<file path="src/rtl/evt_pkg.sv">
package evt_pkg;
  typedef enum logic [1:0] {
    OP_ACK      = 2'd0,
    OP_SET_MASK = 2'd1,
    OP_SET_POLL = 2'd2,
    OP_POLL_OFF = 2'd3
  } evt_op_e;

  localparam int BIT_AUTO = 2;
  localparam int BIT_BUS  = 4;
  localparam int BIT_TICK = 7;

  localparam logic [7:0] BUS_PAIR   = 8'((1 << BIT_BUS) | (1 << BIT_AUTO));
  localparam logic [7:0] RESET_MASK = 8'((1 << BIT_BUS) | (1 << BIT_TICK));
endpackage

</file>
<file path="src/rtl/evt_tick_gen.sv">
module evt_tick_gen #(
  parameter int CLK_PER_MS = 1000,
  parameter int TICK_MS    = 1000,
  localparam int PW = $clog2(CLK_PER_MS + 1),
  localparam int MW = $clog2(TICK_MS + 1)
) (
  input  logic clk,
  input  logic rst_n,
  output logic ms_stb,
  output logic tick
);
  logic [PW-1:0] pre_q, pre_d;
  logic [MW-1:0] ms_q, ms_d;

  always_comb begin
    ms_stb = (pre_q == PW'(CLK_PER_MS - 1));
    tick   = ms_stb && (ms_q == MW'(TICK_MS - 1));
    pre_d  = ms_stb ? '0 : pre_q + PW'(1);
    ms_d   = ms_q;
    if (tick)        ms_d = '0;
    else if (ms_stb) ms_d = ms_q + MW'(1);
  end

  always_ff @(posedge clk or negedge rst_n) begin
    if (!rst_n) begin
      pre_q <= '0;
      ms_q  <= '0;
    end else begin
      pre_q <= pre_d;
      ms_q  <= ms_d;
    end
  end
endmodule

</file>
<file path="src/rtl/evt_autopoll.sv">
module evt_autopoll #(
  parameter int POLL_MS = 30,
  localparam int CW = $clog2(POLL_MS + 1)
) (
  input  logic        clk,
  input  logic        rst_n,
  input  logic        ms_stb,
  input  logic        set_en,
  input  logic [15:0] set_mask,
  input  logic        off_en,
  input  logic        bus_pend,
  output logic        poll_req
);
  logic [15:0]   dmask_q, dmask_d;
  logic [CW-1:0] cnt_q, cnt_d;
  logic          fire, armed, poll_d;

  assign armed = (dmask_q != 16'h0);

  always_comb begin
    dmask_d = dmask_q;
    cnt_d   = cnt_q;
    fire    = 1'b0;
    if (off_en) begin
      dmask_d = '0;
      cnt_d   = '0;
    end else if (set_en && (set_mask != dmask_q)) begin
      dmask_d = set_mask;
      cnt_d   = '0;
    end else if (armed && ms_stb) begin
      if (cnt_q == CW'(POLL_MS - 1)) begin
        fire  = 1'b1;
        cnt_d = '0;
      end else begin
        cnt_d = cnt_q + CW'(1);
      end
    end
    poll_d = fire && !bus_pend;
  end

  always_ff @(posedge clk or negedge rst_n) begin
    if (!rst_n) begin
      dmask_q  <= '0;
      cnt_q    <= '0;
      poll_req <= 1'b0;
    end else begin
      dmask_q  <= dmask_d;
      cnt_q    <= cnt_d;
      poll_req <= poll_d;
    end
  end
endmodule

</file>
<file path="src/rtl/evt_pending.sv">
module evt_pending
  import evt_pkg::*;
#(
  parameter int REPLY_MAX = 8,
  localparam int LW = $clog2(REPLY_MAX + 1),
  localparam int RW = $clog2(REPLY_MAX + 2),
  localparam int BW = 8 * REPLY_MAX,
  localparam int OW = 8 * (REPLY_MAX + 1)
) (
  input  logic          clk,
  input  logic          rst_n,
  input  logic          tick,
  input  logic          bus_vld,
  input  logic          bus_auto,
  input  logic [LW-1:0] bus_len,
  input  logic [BW-1:0] bus_data,
  input  logic          ack_ok,
  input  logic          mask_wr,
  input  logic [7:0]    mask_val,
  output logic [7:0]    pend_q,
  output logic [7:0]    mask_q,
  output logic          rsp_valid,
  output logic [RW-1:0] rsp_len,
  output logic [OW-1:0] rsp_data
);
  logic [7:0]    pend_d, mask_d, set_vec, clr_vec, head;
  logic [LW-1:0] len_q, len_d, len_in;
  logic [BW-1:0] buf_q, buf_d, body;
  logic          take_cmd, take_poll;
  logic [RW-1:0] rsp_len_d;

  for (genvar g = 0; g < REPLY_MAX; g++) begin : g_body
    assign body[8*g +: 8] = (pend_q[BIT_BUS] && (g < int'(len_q))) ? buf_q[8*g +: 8] : 8'h00;
  end

  always_comb begin
    take_cmd  = bus_vld && !bus_auto;
    take_poll = bus_vld && bus_auto && (bus_len != '0) && !pend_q[BIT_BUS];
    len_in    = (bus_len > LW'(REPLY_MAX)) ? LW'(REPLY_MAX) : bus_len;

    set_vec = 8'h00;
    if (tick)                   set_vec[BIT_TICK] = 1'b1;
    if (take_cmd || take_poll)  set_vec[BIT_BUS]  = 1'b1;
    if (take_poll)              set_vec[BIT_AUTO] = 1'b1;

    clr_vec = 8'h00;
    if (ack_ok) clr_vec = pend_q[BIT_BUS] ? BUS_PAIR : 8'hFF;

    pend_d = (pend_q & ~clr_vec) | set_vec;
    mask_d = mask_wr ? mask_val : mask_q;

    len_d = len_q;
    buf_d = buf_q;
    if (take_cmd || take_poll) begin
      len_d = len_in;
      buf_d = bus_data;
    end else if (ack_ok && pend_q[BIT_BUS]) begin
      len_d = '0;
    end

    head      = pend_q[BIT_BUS] ? (pend_q & BUS_PAIR) : pend_q;
    rsp_len_d = pend_q[BIT_BUS] ? (RW'(len_q) + RW'(1)) : RW'(1);
  end

  always_ff @(posedge clk or negedge rst_n) begin
    if (!rst_n) begin
      pend_q    <= 8'h00;
      mask_q    <= RESET_MASK;
      len_q     <= '0;
      buf_q     <= '0;
      rsp_valid <= 1'b0;
      rsp_len   <= '0;
      rsp_data  <= '0;
    end else begin
      pend_q    <= pend_d;
      mask_q    <= mask_d;
      len_q     <= len_d;
      buf_q     <= buf_d;
      rsp_valid <= ack_ok;
      if (ack_ok) begin
        rsp_len  <= rsp_len_d;
        rsp_data <= {body, head};
      end
    end
  end

  AST_ACK_CLEARS_ALL: assert property (@(posedge clk) disable iff (!rst_n)
    (ack_ok && !pend_q[BIT_BUS] && !tick && !bus_vld) |=> (pend_q == 8'h00));
  AST_ACK_KEEPS_OTHERS: assert property (@(posedge clk) disable iff (!rst_n)
    (ack_ok && pend_q[BIT_BUS] && !tick && !bus_vld) |=> (pend_q == ($past(pend_q) & ~BUS_PAIR)));
  AST_MASK_LOAD: assert property (@(posedge clk) disable iff (!rst_n)
    mask_wr |=> (mask_q == $past(mask_val)));
  AST_TICK_SURVIVES_ACK: assert property (@(posedge clk) disable iff (!rst_n)
    (ack_ok && tick) |=> pend_q[BIT_TICK]);
endmodule

</file>
<file path="src/rtl/evt_irq_ctrl.sv">
module evt_irq_ctrl
  import evt_pkg::*;
#(
  parameter int CLK_PER_MS = 1000,
  parameter int TICK_MS    = 1000,
  parameter int POLL_MS    = 30,
  parameter int REPLY_MAX  = 8,
  localparam int LW = $clog2(REPLY_MAX + 1),
  localparam int RW = $clog2(REPLY_MAX + 2)
) (
  input  logic                         clk,
  input  logic                         rst_n,
  input  logic                         cmd_valid,
  input  logic [1:0]                   cmd_op,
  input  logic [2:0]                   cmd_arg_len,
  input  logic [15:0]                  cmd_arg,
  input  logic                         bus_rsp_valid,
  input  logic                         bus_rsp_auto,
  input  logic [LW-1:0]                bus_rsp_len,
  input  logic [8*REPLY_MAX-1:0]       bus_rsp_data,
  output logic                         poll_req,
  output logic                         rsp_valid,
  output logic [RW-1:0]                rsp_len,
  output logic [8*(REPLY_MAX+1)-1:0]   rsp_data,
  output logic                         irq_n
);
  logic [1:0] rst_pipe;
  logic       rst_s;
  logic       ack_ok, mask_wr, poll_set, poll_off;
  logic       ms_stb, tick;
  logic [7:0] pend, mask;

  always_ff @(posedge clk or negedge rst_n) begin
    if (!rst_n) rst_pipe <= 2'b00;
    else        rst_pipe <= {rst_pipe[0], 1'b1};
  end
  assign rst_s = rst_pipe[1];

  always_comb begin
    ack_ok   = cmd_valid && (cmd_op == OP_ACK)      && (cmd_arg_len == 3'd0);
    mask_wr  = cmd_valid && (cmd_op == OP_SET_MASK) && (cmd_arg_len == 3'd1);
    poll_set = cmd_valid && (cmd_op == OP_SET_POLL) && (cmd_arg_len == 3'd2);
    poll_off = cmd_valid && (cmd_op == OP_POLL_OFF) && (cmd_arg_len == 3'd0);
  end

  evt_tick_gen #(.CLK_PER_MS(CLK_PER_MS), .TICK_MS(TICK_MS)) u_tick (
    .clk(clk), .rst_n(rst_s), .ms_stb(ms_stb), .tick(tick)
  );

  evt_autopoll #(.POLL_MS(POLL_MS)) u_poll (
    .clk(clk), .rst_n(rst_s), .ms_stb(ms_stb),
    .set_en(poll_set), .set_mask(cmd_arg), .off_en(poll_off),
    .bus_pend(pend[BIT_BUS]), .poll_req(poll_req)
  );

  evt_pending #(.REPLY_MAX(REPLY_MAX)) u_pend (
    .clk(clk), .rst_n(rst_s), .tick(tick),
    .bus_vld(bus_rsp_valid), .bus_auto(bus_rsp_auto),
    .bus_len(bus_rsp_len), .bus_data(bus_rsp_data),
    .ack_ok(ack_ok), .mask_wr(mask_wr), .mask_val(cmd_arg[7:0]),
    .pend_q(pend), .mask_q(mask),
    .rsp_valid(rsp_valid), .rsp_len(rsp_len), .rsp_data(rsp_data)
  );

  assign irq_n = ~|(pend & mask);

  AST_RSP_ONLY_AFTER_ACK: assert property (@(posedge clk) disable iff (!rst_s)
    rsp_valid |-> $past(cmd_valid && (cmd_op == 2'd0) && (cmd_arg_len == 3'd0)));
  AST_POLL_STOPS: assert property (@(posedge clk) disable iff (!rst_s)
    (cmd_valid && (((cmd_op == 2'd3) && (cmd_arg_len == 3'd0)) ||
     ((cmd_op == 2'd2) && (cmd_arg_len == 3'd2) && (cmd_arg == 16'h0))))
    |-> ##2 !poll_req);
  AST_POLL_SKIPPED_BUSY: assert property (@(posedge clk) disable iff (!rst_s)
    (pend[BIT_BUS] && $past(pend[BIT_BUS])) |-> !poll_req);
endmodule

</file>
<file path="config.mk">
export PLATFORM = sky130hd
export DESIGN_NAME = evt_irq_ctrl
export DESIGN_NICKNAME = d
export VERILOG_FILES = /design/src/rtl/evt_pkg.sv /design/src/rtl/evt_tick_gen.sv /design/src/rtl/evt_autopoll.sv /design/src/rtl/evt_pending.sv /design/src/rtl/evt_irq_ctrl.sv
export SDC_FILE = /design/constraint.sdc
export NUM_CORES = 1
export LEC_CHECK = 0
export ABC_AREA = 1
export BUFFER_PORTS_ARGS = -buffer_cell sky130_fd_sc_hd__buf_4
export CAP_MARGIN = 20
export CELL_PAD_IN_SITES_DETAIL_PLACEMENT = 2
export CELL_PAD_IN_SITES_GLOBAL_PLACEMENT = 2
export CORE_MARGIN = 5
export CORE_UTILIZATION = 30
export DETAILED_ROUTE_END_ITERATION = 10
export PLACE_DENSITY = 0.75
export RECOVER_POWER = 100
export SYNTH_ARGS = -nofsm -noshare
export SYNTH_HDL_FRONTEND = slang
export SYNTH_SLANG_ARGS = --single-unit
</file>
<file path="constraint.sdc">
create_clock -name clk -period 5.75 [get_ports clk]
set_input_delay 0.575 -clock clk [delete_from_list [all_inputs] [get_ports clk]]
set_output_delay 0.575 -clock clk [all_outputs]
set_load 0.05 [all_outputs]
</file>
Word level (Yosys, flattened, before mapping). Cells that the tools add are included.

Bits in registers: 205. Bits in latches: 0. RAM bits: 0. ROM bits: 0. Input port bits: 94. Output and inout port bits: 79. Logic and storage cells: 108. Memories kept: 0.

Add/sub/neg operators: 4. Multiply operators: 0. Div/mod/pow operators: 0. Magnitude comparators: 9. Eq/ne operators: 9. Shifts and indexed selects: 0. Mux-type cells: 31. Bitwise logic cells: 4. Reduce and logical (&&, ||, !) cells: 38.

Operators by type and width (number): $mux 8 (11); $mux 16 (2); $mux 10 (3); $logic_and 1x1->1 (25); $add 10x1->10 const B (2); $eq 10x10->1 const B (2); $mux 5 (4); $and 8x8->8 (2); $lt 3x4->1 const A (4); $mux 4 (4); $ne 16x16->1 (1); $reduce_bool 16->1 (1); $lt 1x4->1 const A (2); $lt 2x4->1 const A (2); $not 8->8 (1); $or 8x8->8 (1); $reduce_or 8->1 (1); $mux 1 (7); $reduce_bool 2->1 (3); $add 5x1->5 const B (1); $eq 5x5->1 const B (1); $add 4x1->4 const B (1); $eq 2x2->1 const B (2); $gt 4x4->1 const B (1); other kinds (9) (11).

Logic depth before layout (Yosys ltp).
Word-level depth: 7. Gate-level depth with buffers: 11. Gate-level depth less buffers: 10.

By module. From an unflattened synthesis, not the netlist that was laid out.

Cell total of the unflattened synthesis: 1099. Area, all modules: 9158.8 um^2.

By module, submodules not included: evt_pending (instances 1, cells each 687, area each 6363.6 um^2, sequential area each 4031.4 um^2); evt_autopoll (instances 1, cells each 229, area each 1476.4 um^2, sequential area each 550.5 um^2); evt_tick_gen (instances 1, cells each 148, area each 1128.6 um^2, sequential area each 500.5 um^2); evt_irq_ctrl (instances 1, cells each 35, area each 190.2 um^2, sequential area each 50.0 um^2).

Worst setup path after synthesis. No wires, ideal clock.

Path type: reg-to-output. From: reg u_pend.pend_q[4]. To: out irq_n. Arrival: 1.248 ns. Data required time: 5.175 ns. Setup slack: 3.927 ns. Cell stages (with the launch flop): 4. Buffers on the path: 0. Cell sequence: dfrtp_1 -> nand2_1 -> nand4_1 -> nor2_1.

Cells in the longest elaborated chain, start to end: 3.

Ends and longest elaborated chain: start: declaration (line evt_pending.sv:20) `output logic [7:0] pend_q,`; start signal: assignment (line evt_pending.sv:75) `pend_q <= pend_d;`; $and 8x8->8 (line evt_irq_ctrl.sv:65) `assign irq_n = ~|(pend & mask);`; $reduce_or 8->1 (line evt_irq_ctrl.sv:65); $logic_not 1->1 (line evt_irq_ctrl.sv:65); end: declaration (line evt_irq_ctrl.sv:25) `output logic irq_n`.

No other way between the ends.

Final worst setup path.
From: reg u_pend.pend_q[4]. To: reg u_pend.len_q[3].

Cells in the longest elaborated chain, start to end: 4. Elaborated cells between the ends (all ways): 6. Classes of those cells: 1 x mux; 5 x reduce/logical.

Ends and longest elaborated chain: $logic_not 1->1 (line evt_pending.sv:38) `take_poll = bus_vld && bus_auto && (bus_len != '0) && !pend_q[BIT_BUS];`; $logic_and 1x1->1 (line evt_pending.sv:38); $logic_or 1x1->1 (line evt_pending.sv:54) `if (take_cmd || take_poll) begin`; $mux 4 or $reduce_bool 2->1 (tied branches); end signal: assignment (line evt_pending.sv:77) `len_q <= len_d;`; end: declaration (line evt_pending.sv:27) `logic [LW-1:0] len_q, len_d, len_in;`.

Several ways; a longest one is shown, not always the timed one. A chain may end at the register's enable or synchronous reset.

==> reports/results.ini <==
[run_status]
status = finished, violations left
violations = max-capacitance violations, max-slew violations

[power_and_ir_drop]
p_int_uw = 2815
p_comb_share_pct = 17.6
power_frac_seq_pct = 42.5
power.switching_uw = 1257
peakVddDrop_uv = 209.2
p_leak_uw = 0.005353
netSwitchingFraction_pct = 30.87
power.density_nw_per_um2 = 373.7
p_clk_share_pct = 39.9

[timing]
setup-violations-final = 0
slew_headroom_pct = -28.09
rsz0062_at_grt = no
hold_viol = 0
slew_viol_final = 223
post-route-min-period_ns = 3.393
finalSetupTns_ns = 0
setup_ws_ns = 2.357
timing.fmax_ghz = 0.2947
period_share_pct = 59.01
worstMarginPinSlew_ns = 1.921
fin_skew_ns = 0.01465

[yosys]
synthArstFlopShare_pct = 100.0
syn_area_um2 = 8777
synthCells = 1011
synth-seq-cells = 205
avgSynthCellArea_um2 = 8.682
yosysSeqAreaShare_pct = 58.47
synth_edf_count = 0
yosysWarningCount = 0
syn_nets = 1111
ys_types = 36
synthFlopType = dfrtp_1

[critical_path]
worst-setup-path-type = reg -> reg
critPathLaunchType = register
cp.required_ns = 6.12
cp-end-kind = register
crit_fanout = 104
r2r_cells = 7
cp.arrival_ns = 3.76

[floorplan]
rows = 62
io_pins = 173
core_area_um2 = 28780
die_width_um = 181.0
die_h_um = 181.0
start_util_pct = 30.50
dieArea_um2 = 32780

[layout]
drive_gt1_share_pct = 11.76
layout.nets = 1281
final_cells = 1583
diodes = 0
syn_to_final_growth_pct = 24.15

[global_route]
grt-busiest-layer = met2
grt_max_degree = 163
grt_antenna_before_repair = 0
met2_usage_pct = 28.17
met1_usage_pct = 20.31
overflow = 0
grt.total_usage_pct = 15.74
grt_pass1_vias = 8212
grt_pass1_wl_um = 43010
met3_usage_pct = 2.695

[route]
drc = 0
wl_per_cell_um = 16.67
drt_iter0_markers = 337
num_vias = 7385
dr.pass1.iters = 4
routed_wl_um = 26390
vias_per_cell = 4.665
ant_nets = 0

[hold_path]
holdPathStages = 3
hold_path_class = in -> reg

[cts]
cts_made_buffers = 25
clock_sinks = 205
cts_setup_buffers = 0
cts_tree = yes
cts.root.buffer_cell = clkbuf_16
clk_pin_slew_ns = 0.06
worstSkewPairLatency_ns = 0.52
clockBufferDepth = 3
cts_max_level = 1

[placement]
dp_hpwl_um = 18300
place.gp.congestion = 0.7639
portBuffers = 172
dp_slack_ns = 3.301
numPlacedInstances = 1537

[run]
drv_cap = 3

==> worst max-delay path, cell delays in order (launching register included) <==
cell      delay (ns)
dfrtp_1         0.47
inv_1           0.28
nand4_1         0.18
nand2_1         0.36
clkbuf_2        1.40
nor2_1          0.30
nand2_1         0.15
o21ai_0         0.09
==> path summary, 6_finish.rpt <==
| check | slack [ns] | start | endpoint |
|---|---|---|---|
| worst max-delay path | 2.36 | u_pend.pend_q[4] | u_pend.len_q[3] |
| worst min-delay path | 0.26 | bus_rsp_data[28] | u_pend.buf_q[28] |
| worst max register to register | 2.36 | u_pend.pend_q[4] | u_pend.len_q[3] |
| worst min register to register | 0.35 | rst_pipe[0] | rst_pipe[1] |
| max in group asynchronous | 3.35 | rst_pipe[1] | u_pend.buf_q[8] |
| min in group asynchronous | 0.39 | rst_n | rst_pipe[0] |
==> flip-flops by register name, indices dropped and copies added, names as in the netlist <==
signal / flops
u_poll.poll_req: 1
u_tick.ms_q: 10
u_pend.rsp_data: 72
u_pend.rsp_valid: 1
u_poll.cnt_q: 5
u_pend.len_q: 4
u_pend.rsp_len: 4
u_pend.buf_q: 64
rst_pipe: 2
u_pend.mask_q: 8
u_tick.pre_q: 10
u_pend.pend_q: 8
u_poll.dmask_q: 16
==> kinds of logic (layout without fill, tap and decap cells) <==
group	Yosys count	after routing	synth area share [%]
simple gates	480	480	22.88
flops	205	205	58.47
buf+inv	159	347	7.626
compound gates	152	152	9.323
xor+xnor	8	8	0.7983
fa+ha+maj	6	6	0.8553
other cells	1	1	0.04272
==> metal layers <==
metal	vias up	routed length, um
li1	3538	-
met1	3691	11730
met2	125	13250
met3	31	998
met4	0	417
met5	-	0
==> through the flow <==
| stage | util, % | power [uW] | area [um^2] | hold WS [ns] |
|---|---|---|---|---|
| after floorplan | - | 2242 | 8778 | 0.2794 |
| after global placement | 36.17 | 2523 | 10410 | 0.3384 |
| after detailed placement | 36.17 | 2556 | 10410 | 0.3426 |
| after CTS | 39.17 | 4214 | 11270 | 0.2397 |
| after global routing | 37.86 | 4282 | 10900 | 0.2449 |
| final | 37.86 | 4072 | 10900 | 0.2553 |
==> power groups by stage <==
stage / clock [uW] / sequential, uW / combinational, uW
6_report: 1620 / 1730 / 718
5_1_grt: 1730 / 1750 / 797
4_1_cts: 1670 / 1740 / 804
3_5_place_dp: 0 / 1760 / 797
3_3_place_gp: 0 / 1750 / 770
2_1_floorplan: 0 / 1980 / 262
==> final cells by class <==
type | instances | area [um^2]
Inverter | 125 | 470.5
Multi-Input combinational cell | 647 | 2928
Tap cell | 384 | 480.5
Clock buffer | 36 | 726.9
Timing Repair Buffer | 177 | 1031
Sequential cell | 205 | 5132
Clock inverter | 9 | 127.6
Fill cell | 3284 | 17880
==> cells in the mapped netlist (3+ instances only) <==
library cell  count  area [um^2]
nand2_1         332         1246
dfrtp_1         203         5080
inv_1           120        450.4
o21ai_0         113        565.5
nand3_1          54        270.3
nor2_1           46        172.7
nand4_1          20        125.1
o31ai_1          17        127.6
clkbuf_1         13        48.80
o21ai_1          13        65.06
buf_2            12        60.06
nor3_1           10        50.05
a21oi_1           6        30.03
buf_6             6        67.56
ha_1              6        75.07
xor2_1            5        43.79
nor2_2            4        25.02
buf_4             3        22.52
inv_2             3        11.26
nand2_2           3        18.77
nand3b_1          3        22.52
xnor2_1           3        26.28
==> layout by cell type (no fill, tap or decap), types with 20 or more instances in the layout <==
cell,netlist,routed
clkbuf_1,13,87
buf_4,3,91
clkbuf_16,0,25
nand4_1,20,20
nand3_1,54,55
nand2_1,332,336
o21ai_0,113,126
dfrtp_1,203,203
inv_1,120,123
nor2_1,46,49
==> repair_timing <==
item                                   4_1_cts  5_1_grt
resized for setup                            0        0
endpoints found under the hold margin        2        0
hold buffers                                 1        0
Power figures use the tool's default switching activity.
